[src/rtl/mmb_pkg.sv]
package mmb_pkg;
  localparam int RNG_W = 32;
  localparam int FRAC_W = 16;
  localparam logic [RNG_W-1:0] RNG_POLY = 32'h80200003;
  localparam logic [RNG_W-1:0] RNG_SAFE = 32'h00000001;

  // one strobe = RNG_W single steps, so every slot sees fresh bits
  function automatic logic [RNG_W-1:0] rng_advance(input logic [RNG_W-1:0] s);
    logic [RNG_W-1:0] v;
    v = s;
    for (int k = 0; k < RNG_W; k++) begin
      v = v[0] ? ((v >> 1) ^ RNG_POLY) : (v >> 1);
    end
    return v;
  endfunction
endpackage

[src/rtl/mmb_rng.sv]
module mmb_rng
  import mmb_pkg::*;
(
  input  logic             clk,
  input  logic             rst,
  input  logic             step_i,
  input  logic [RNG_W-1:0] seed_i,
  output logic [RNG_W-1:0] state_o
);
  logic [RNG_W-1:0] state_q;

  always_ff @(posedge clk) begin
    if (rst) begin
      state_q <= (seed_i == '0) ? RNG_SAFE : seed_i;
    end else if (step_i) begin
      state_q <= rng_advance(state_q);
    end
  end

  assign state_o = state_q;

  AST_RNG_NONZERO: assert property (@(posedge clk) disable iff (rst)
    state_q != '0);

  AST_RNG_HOLD: assert property (@(posedge clk) disable iff (rst)
    !step_i |=> $stable(state_q));
endmodule

[src/rtl/mmb_chain.sv]
module mmb_chain #(
  parameter int FRAC_W = 16
) (
  input  logic              clk,
  input  logic              rst,
  input  logic              slot_i,
  input  logic [FRAC_W-1:0] draw_flip_i,
  input  logic [FRAC_W-1:0] draw_arr_i,
  input  logic [FRAC_W-1:0] flip_prob_i,
  input  logic [FRAC_W-1:0] rate_quiet_i,
  input  logic [FRAC_W-1:0] rate_busy_i,
  output logic              arrive_o
);
  logic busy_q;
  logic arrive_q;
  logic flip;
  logic busy_nxt;
  logic [FRAC_W-1:0] level;

  always_comb begin
    flip     = draw_flip_i < flip_prob_i;
    busy_nxt = busy_q ^ flip;
    level    = busy_nxt ? rate_busy_i : rate_quiet_i;
  end

  always_ff @(posedge clk) begin
    if (rst) begin
      busy_q   <= 1'b0;
      arrive_q <= 1'b0;
    end else if (slot_i) begin
      busy_q   <= busy_nxt;
      arrive_q <= draw_arr_i < level;
    end
  end

  assign arrive_o = arrive_q;

  AST_NO_FLIP: assert property (@(posedge clk) disable iff (rst)
    (slot_i && flip_prob_i == '0) |=> $stable(busy_q));

  AST_ZERO_RATE: assert property (@(posedge clk) disable iff (rst)
    (slot_i && rate_quiet_i == '0 && rate_busy_i == '0) |=> !arrive_q);

  AST_FULL_RATE: assert property (@(posedge clk) disable iff (rst)
    (slot_i && rate_quiet_i == '1 && rate_busy_i == '1 && draw_arr_i != '1) |=> arrive_q);
endmodule

[src/rtl/mmb_traffic_gen.sv]
module mmb_traffic_gen
  import mmb_pkg::*;
#(
  parameter int NUM_PORTS = 2,
  localparam int NUM_Q = NUM_PORTS * NUM_PORTS
) (
  input  logic                   clk,
  input  logic                   rst,
  input  logic                   slot_i,
  input  logic [FRAC_W-1:0]      flip_prob_i,
  input  logic [FRAC_W-1:0]      rate_quiet_i,
  input  logic [FRAC_W-1:0]      rate_busy_i,
  input  logic [NUM_Q*RNG_W-1:0] seed_i,
  output logic [NUM_Q-1:0]       arrive_o
);
  for (genvar g = 0; g < NUM_Q; g++) begin : g_queue
    logic [RNG_W-1:0] rng;

    mmb_rng u_rng (
      .clk     (clk),
      .rst     (rst),
      .step_i  (slot_i),
      .seed_i  (seed_i[g*RNG_W +: RNG_W]),
      .state_o (rng)
    );

    mmb_chain #(.FRAC_W(FRAC_W)) u_chain (
      .clk          (clk),
      .rst          (rst),
      .slot_i       (slot_i),
      .draw_flip_i  (rng[FRAC_W-1:0]),
      .draw_arr_i   (rng[RNG_W-1 -: FRAC_W]),
      .flip_prob_i  (flip_prob_i),
      .rate_quiet_i (rate_quiet_i),
      .rate_busy_i  (rate_busy_i),
      .arrive_o     (arrive_o[g])
    );
  end

  AST_HOLD_IDLE: assert property (@(posedge clk) disable iff (rst)
    !slot_i |=> $stable(arrive_o));
endmodule

[config.mk]
export PLATFORM = sky130hd
export DESIGN_NAME = mmb_traffic_gen
export DESIGN_NICKNAME = d
export VERILOG_FILES = /design/src/rtl/mmb_pkg.sv /design/src/rtl/mmb_rng.sv /design/src/rtl/mmb_chain.sv /design/src/rtl/mmb_traffic_gen.sv
export SDC_FILE = /design/constraint.sdc
export NUM_CORES = 1
export LEC_CHECK = 0
export ABC_AREA = 1
export BUFFER_PORTS_ARGS = -buffer_cell sky130_fd_sc_hd__buf_2
export CORE_AREA = 2 2 200 202
export DETAILED_ROUTE_END_ITERATION = 12
export DIE_AREA = 0 0 202 204
export PLACE_DENSITY = 0.69
export SYNTH_ARGS = -nofsm -noshare
export SYNTH_HDL_FRONTEND = slang
export SYNTH_SLANG_ARGS = --single-unit
export TNS_END_PERCENT = 1
[constraint.sdc]
create_clock -name clk -period 5.7 [get_ports clk]
set_clock_uncertainty 0.15 [all_clocks]
set_input_delay 0.855 -clock clk [delete_from_list [all_inputs] [get_ports clk]]
set_output_delay 0.855 -clock clk [all_outputs]
set_load 0.05 [all_outputs]
==> results.sh, run 1 <==
export IMPL_outcome="complete, no violations"
export IMPL_timing_critical_path_fanout_max=7
export IMPL_ctsRootBufferMaster="sky130_fd_sc_hd__clkbuf_16"
export IMPL_relSlewSlack_pct=25.7
export IMPL_yosys_area_top_type_share_pct=24.9
export IMPL_synth_lib_cells_used_distinct=58
export IMPL_buffer_ports_inserted=182
export IMPL_critical_path_required_ns=5.75
export IMPL_layout_cells_non_filler=2768
export IMPL_global_placer_s_final_weighted_congestion=0.972
export IMPL_leftover_overflow_at_the_end_of_global_routing=0
export IMPL_worstMarginPinSlew_ns=1.11
export IMPL_max_freq_mhz=183
export IMPL_ys_top_cells_by_area="sky130_fd_sc_hd__edfxtp_1, sky130_fd_sc_hd__nand2_1, sky130_fd_sc_hd__ha_1"
export IMPL_detailedPlacementHpwl_mm=41.7
export IMPL_total_placed_instance_area_um2=16900
export IMPL_route_detailed_vias_per_inst=5.54
export IMPL_core_area_um2=39200
export IMPL_number_of_optimization_iterations_in_the_first_detailed_route_pass=6
export IMPL_chipHeight_um=204
export IMPL_cts_buffers=17
export IMPL_grt_pass1_vias=14307
export IMPL_slowest_cell_delay_on_critical_path_ns=0.52
export IMPL_wire_length_of_the_first_global_routing_pass_mm=79.9
export IMPL_netlist_area_um2=15500
export IMPL_synth_sequential_area_ratio_pct=25.9
export IMPL_finalMaxSlewViolations=0
export IMPL_gr_usage_all_layers_pct=25.2
export IMPL_worst_path_most_repeated_cell="sky130_fd_sc_hd__nand2_2"
export IMPL_timing_setup_critical_path_class="register to register"
export IMPL_final_setup_tns_ns=0
export IMPL_register_area_um2=4000
export IMPL_final_setup_viol_count=0
export IMPL_placement_rows=73
export IMPL_maxCapViolCount=0
export IMPL_pin_count=183
export IMPL_cp_arrival_ns=5.52
export IMPL_synth_top_flop_cell="sky130_fd_sc_hd__edfxtp_1"
export IMPL_clkTransAtPathRegs_ns=0.06
export IMPL_antenna_cell_count=0
export IMPL_ys_warn_count=0
export IMPL_routed_via_count=15345
export IMPL_cts_tree="built"
export IMPL_total_area_of_multi_input_combinational_cells_um2=10800
export IMPL_clock_insertion_delay_worst_skew_ns=0.46
export IMPL_stdcell_area_um2=18200
export IMPL_holdWs_ns=0.393
export IMPL_grt_setup_unrepaired="yes"
export IMPL_cts_num_sinks=136
export IMPL_cts_path_max_buffers=2
export IMPL_async_flop_share_pct=0
export IMPL_dieArea_um2=41200
export IMPL_period_minus_slack_ns=5.47
export IMPL_nFillCells=3861
export IMPL_grt_max_degree=129
export IMPL_fp_dieW_um=202
export IMPL_initial_antenna_violation_count=0
export IMPL_fin_crit_sh_pct=96.0
export IMPL_cts_hold_repair_buffers=0
export IMPL_synth_top_cells_by_count="sky130_fd_sc_hd__nand2_1, sky130_fd_sc_hd__inv_1, sky130_fd_sc_hd__nand3_1"
export IMPL_post_synth_top_area_cell="sky130_fd_sc_hd__edfxtp_1"
export IMPL_initialDrtViolationCount=1417
export IMPL_drcViolationCount=0
export IMPL_totalWireLength_mm=53.6
export IMPL_yosys_cell_count_top_type="sky130_fd_sc_hd__nand2_1"
export IMPL_hold_path_class="register to register"
export IMPL_worstSetupStartpointType="register"
export IMPL_timing_final_hold_violations=0
export IMPL_critical_path_slowest_cell="sky130_fd_sc_hd__edfxtp_1"
export IMPL_placed_cells=2693
export IMPL_syn_nets=2327
export IMPL_final_layout_size_suffix_gt1_share_pct=27.7
export IMPL_ff_to_ff_setup_slack_ns=0.23
export IMPL_routedWlPerCell_um=19.4
export IMPL_cts_htree_levels=4
export IMPL_number_of_flops_mapped_to_enable_cells_by_yosys=128
export IMPL_synthesis_instances=2028
export IMPL_synth_ff_latch_count=136
export IMPL_antenna_violating_nets_post_route=0
export IMPL_category_of_the_worst_setup_path_capture_point="register"
export IMPL_post_synth_cell_area_avg_um2=7.62
export IMPL_fin_nets=2529
export IMPL_initial_core_util_pct=39.5
export IMPL_flow_area_growth_from_synthesis_pct=18.0
state kept, by name, summed over array words and instances (netlist names):
name                      cells
g_queue.u_chain.arrive_o      4
g_queue.u_chain.busy_q        4
g_queue.u_rng.state_o       128
placed cells by master (no fill, tap or decap), types with 8 or more instances in the layout:
master / instances
sky130_fd_sc_hd__nand2_1: 449
sky130_fd_sc_hd__inv_1: 208
sky130_fd_sc_hd__buf_2: 181
sky130_fd_sc_hd__o21ai_0: 175
sky130_fd_sc_hd__nand3_1: 170
sky130_fd_sc_hd__nand2_2: 139
sky130_fd_sc_hd__edfxtp_1: 128
sky130_fd_sc_hd__ha_1: 120
sky130_fd_sc_hd__nand3_2: 77
sky130_fd_sc_hd__a21oi_1: 77
sky130_fd_sc_hd__nor2_1: 55
sky130_fd_sc_hd__xor2_1: 53
sky130_fd_sc_hd__nand2_4: 50
sky130_fd_sc_hd__buf_4: 50
sky130_fd_sc_hd__xnor2_1: 32
sky130_fd_sc_hd__inv_2: 27
sky130_fd_sc_hd__nand4_1: 26
sky130_fd_sc_hd__nor4_1: 20
sky130_fd_sc_hd__nand3_4: 19
sky130_fd_sc_hd__o22ai_1: 19
sky130_fd_sc_hd__clkbuf_16: 17
sky130_fd_sc_hd__xnor3_2: 11
sky130_fd_sc_hd__o211ai_1: 11
sky130_fd_sc_hd__xnor3_1: 10
sky130_fd_sc_hd__o21ai_1: 10
sky130_fd_sc_hd__xor2_4: 9
sky130_fd_sc_hd__dfxtp_1: 8
final timing paths:
kind                                                 start                                       end  depth (start not counted)
setup / recovery     g_queue[3].u_rng.state_o[0]$_DFFE_PP_     g_queue[3].u_rng.state_o[1]$_DFFE_PP_                         37
hold / removal    g_queue[0].u_chain.arrive_o$_SDFFE_PP0P_  g_queue[0].u_chain.arrive_o$_SDFFE_PP0P_                          2
setup reg to reg     g_queue[3].u_rng.state_o[0]$_DFFE_PP_     g_queue[3].u_rng.state_o[1]$_DFFE_PP_                         37
hold reg to reg   g_queue[0].u_chain.arrive_o$_SDFFE_PP0P_  g_queue[0].u_chain.arrive_o$_SDFFE_PP0P_                          2
final cells by class:
type,instances,area share [%]
clock buffers,19,2.37
clock inverters,13,0.871
inverters,240,5.01
multi-input cells,1602,59.0
flip-flops and latches,136,21.9
well taps,525,3.60
repair buffers,233,7.24
stage by stage:
stage | worst slack, ns | util, %
floorplan | 1.04 | -
global placement | 0.137 | 43.1
detailed placement | 0.0723 | 43.1
CTS | 0.0271 | 44.6
global route | -0.117 | 46.6
finish | 0.230 | 46.6
metal layers:
metal / vias up / global-route usage (%) / routed length [um]
li1: 7309 / - / -
met1: 7224 / 32.7 / 22000
met3: 142 / 3.33 / 3990
met2: 670 / 41.9 / 25100
met5: - / 0 / 0
met4: 0 / 11.5 / 2460
repair_timing:
action | in CTS | in global routing
gates resized for setup | 0 | 96
buffers inserted | 0 | 43
endpoints found under the hold margin | 0 | 0
endpoints found under the setup margin | 0 | 36
cell families after synthesis:
kind of cell,count (synthesis),share of synthesized area [%]
AND/OR/NAND/NOR,1033,35.2
AO/OA/AOI/OAI,322,11.4
buffers and inverters,290,7.58
flip-flops,136,25.9
XOR/XNOR,126,10.1
adder cells (fa/ha/maj),120,9.71
multiplexers,1,0.0728
worst max-delay path, delay by kind of cell, from the launching register on:
family,cells,cell delay (ns)
XOR/XNOR,3,0.97
buffers and inverters,1,0.05
AO/OA/AOI/OAI,2,0.25
AND/OR/NAND/NOR,31,3.26
flip-flops,1,0.52
Power of run 1 is left out: the tool's default activity adds up to more than one toggle a clock period on the data nets, which glitch-free logic cannot reach.
==> run 2: changes to the inputs <==
Settings changed: CORE_AREA 2 2 200 202 to 2 2 207 209, DIE_AREA 0 0 202 204 to 0 0 209 211, SYNTH_HIERARCHICAL set to 1.
==> results.sh, run 2 <==
export IMPL_number_of_optimization_iterations_in_the_first_detailed_route_pass=5
export IMPL_cts_htree_levels=4
export IMPL_timing_final_hold_violations=0
export IMPL_worstSetupStartpointType="register"
export IMPL_ys_warn_count=6
export IMPL_placement_rows=75
export IMPL_fp_dieW_um=209
export IMPL_utilization_pct=45.0
export IMPL_netlist_area_um2=16600
export IMPL_hold_start="g_queue[2].u_chain/arrive_o$_SDFFE_PP0P_"
export IMPL_final_layout_size_suffix_gt1_share_pct=26.8
export IMPL_wire_length_of_the_first_global_routing_pass_mm=83.0
export IMPL_placement_setup_worst_slack_ns=0.330
export IMPL_totalWireLength_mm=54.5
export IMPL_cts_tree="built"
export IMPL_post_synth_and_or_nand_nor_area_fraction_pct=38.7
export IMPL_gr_usage_all_layers_pct=24.6
export IMPL_synthesis_instances=2171
export IMPL_number_of_flops_mapped_to_enable_cells_by_yosys=128
export IMPL_category_of_the_worst_setup_path_capture_point="register"
export IMPL_pin_count=183
export IMPL_worst_path_most_repeated_cell="sky130_fd_sc_hd__nand2_2"
export IMPL_startpoint_of_the_most_critical_setup_path="g_queue[0].u_rng/state_o[0]$_DFFE_PP_"
export IMPL_nFillCells=4081
export IMPL_critical_path_slowest_cell="sky130_fd_sc_hd__edfxtp_1"
export IMPL_finalMaxSlewViolations=0
export IMPL_timing_critical_path_max_delay_family="simple AND/OR/NAND/NOR gates"
export IMPL_worstMarginPinSlew_ns=0.993
export IMPL_relSlewSlack_pct=33.4
export IMPL_yosys_area_top_type_share_pct=23.2
export IMPL_detailedPlacementHpwl_mm=44.7
export IMPL_synth_sequential_area_ratio_pct=24.2
export IMPL_fin_nets=2650
export IMPL_layout_commonest_cell="sky130_fd_sc_hd__nand2_1"
export IMPL_routedWlPerCell_um=18.8
export IMPL_synth_ff_latch_count=136
export IMPL_cp_arrival_ns=5.37
export IMPL_synth_top_flop_cell="sky130_fd_sc_hd__edfxtp_1"
export IMPL_syn_nets=2470
export IMPL_outcome="complete, no violations"
export IMPL_timing_critical_path_fanout_max=8
export IMPL_holdWs_ns=0.335
export IMPL_flow_area_growth_from_synthesis_pct=13.5
export IMPL_max_freq_mhz=188
export IMPL_critical_path_reg2reg_startpoint="g_queue[0].u_rng/state_o[0]$_DFFE_PP_"
export IMPL_dieArea_um2=44100
export IMPL_slowest_cell_delay_on_critical_path_ns=0.56
export IMPL_stdcell_area_um2=18800
export IMPL_post_synth_top_area_cell="sky130_fd_sc_hd__edfxtp_1"
export IMPL_path_buf_inv=3
export IMPL_synth_area_in_xor_xnor_pct=8.70
export IMPL_leftover_overflow_at_the_end_of_global_routing=0
export IMPL_initial_antenna_violation_count=0
export IMPL_post_synth_cell_area_avg_um2=7.63
export IMPL_global_placer_s_final_weighted_congestion=0.961
export IMPL_initial_core_util_pct=39.7
export IMPL_maxCapViolCount=0
export IMPL_antenna_cell_count=0
export IMPL_hold_path_class="register to register"
export IMPL_ys_top_cells_by_area="sky130_fd_sc_hd__edfxtp_1, sky130_fd_sc_hd__nand2_1, sky130_fd_sc_hd__ha_1"
export IMPL_synth_lib_cells_used_distinct=46
export IMPL_yosys_cell_count_top_type="sky130_fd_sc_hd__nand2_1"
export IMPL_core_area_um2=41800
export IMPL_cts_path_max_buffers=2
export IMPL_drcViolationCount=0
export IMPL_initialDrtViolationCount=1188
export IMPL_clock_insertion_delay_worst_skew_ns=0.45
export IMPL_cts_num_sinks=136
export IMPL_period_minus_slack_ns=5.32
export IMPL_timing_final_ws_setup_ns=0.381
export IMPL_routed_via_count=15793
export IMPL_grt_max_degree=58
export IMPL_synth_top_family_by_area="simple AND/OR/NAND/NOR gates"
export IMPL_post_synth_mux_area_share_pct=3.81
export IMPL_critical_path_required_ns=5.75
export IMPL_cts_buffers=17
export IMPL_synth_top_cells_by_count="sky130_fd_sc_hd__nand2_1, sky130_fd_sc_hd__inv_1, sky130_fd_sc_hd__nand3_1"
export IMPL_synth_compound_area_share_pct=7.14
export IMPL_grt_pass1_vias=15267
export IMPL_buffer_ports_inserted=182
export IMPL_chipHeight_um=211
export IMPL_async_flop_share_pct=0
export IMPL_commonest_cells_after_routing_fill_and_taps_aside="sky130_fd_sc_hd__nand2_1, sky130_fd_sc_hd__inv_1, sky130_fd_sc_hd__nand3_1"
export IMPL_timing_setup_critical_path_class="register to register"
export IMPL_final_setup_viol_count=0
export IMPL_clkTransAtPathRegs_ns=0.07
export IMPL_fin_crit_sh_pct=93.3
export IMPL_synth_adder_area_share_pct=9.07
export IMPL_antenna_violating_nets_post_route=0
export IMPL_total_placed_instance_area_um2=18000
export IMPL_route_detailed_vias_per_inst=5.44
export IMPL_cts_hold_repair_buffers=0
export IMPL_number_of_flip_flops_in_the_largest_register=128
export IMPL_ctsRootBufferMaster="sky130_fd_sc_hd__clkbuf_16"
[run 2: cell types whose count changed after synthesis, sizes merged, moves of 14 or more]
cell    delta
nand4     -14
o21ai     -65
nand2     +30
nand3     +79
nor2      +16
inv       +81
mux2i     +63
a21oi     -17
clkbuf    -15
o22ai     -19
a31oi     +16
[run 2: logic make-up (layout without fill, tap and decap cells)]
kind of cell / after synthesis / in the layout
DFF: 136 / 136
muxes: 63 / 63
AOI/OAI and AO/OA: 212 / 212
buffers and inverters: 357 / 550
adders and majority gates: 120 / 120
xor gates and xnor gates: 125 / 125
and+or+nand+nor: 1158 / 1158
[run 2: path summary, 6_finish.rpt]
path / endpoint / slack [ns] / depth (start not counted)
worst max-delay path: g_queue[0].u_rng/state_o[20]$_DFFE_PP_ / 0.38 / 41
worst min-delay path: g_queue[2].u_chain/arrive_o$_SDFFE_PP0P_ / 0.34 / 2
worst max register to register: g_queue[0].u_rng/state_o[20]$_DFFE_PP_ / 0.38 / 41
worst min register to register: g_queue[2].u_chain/arrive_o$_SDFFE_PP0P_ / 0.34 / 2
[run 2: area by class of cell]
cell class / instances / area, um^2 / area share, %
Tap cell: 539 / 674 / 3.59
Clock buffer: 18 / 429 / 2.28
Sequential cell: 136 / 4000 / 21.3
Multi-Input combinational cell: 1678 / 11300 / 60.1
Clock inverter: 14 / 171 / 0.912
Inverter: 325 / 1230 / 6.54
Timing Repair Buffer: 193 / 996 / 5.30
[run 2: routing by layer]
metal	track usage [%]	routed length, um	vias to the layer above
met5	0	0	-
met4	10.3	2170	0
met3	4.46	4120	110
met2	41.1	25100	615
met1	31.3	23100	7450
li1	-	-	7618
[run 2: stage by stage]
step,instances,TNS (ns)
after CTS,2896,0
after global routing,2903,-0.0258
after detailed placement,2864,0
after floorplan,2171,0
after global placement,2864,0
final,2903,0
[run 2: worst register-to-register path: cells and delay by family (launching register included)]
kind                      cells  cell delay, ns
xor gates and xnor gates      1            0.33
and+or+nand+nor              37            3.69
DFF                           1            0.56
buffers and inverters         3            0.35
[run 2: what timing repair did]
action | in CTS | in global routing
setup endpoints to repair | 0 | 8
resized for setup | 0 | 29
setup buffers | 0 | 7
Power of run 2 is left out for the same reason.
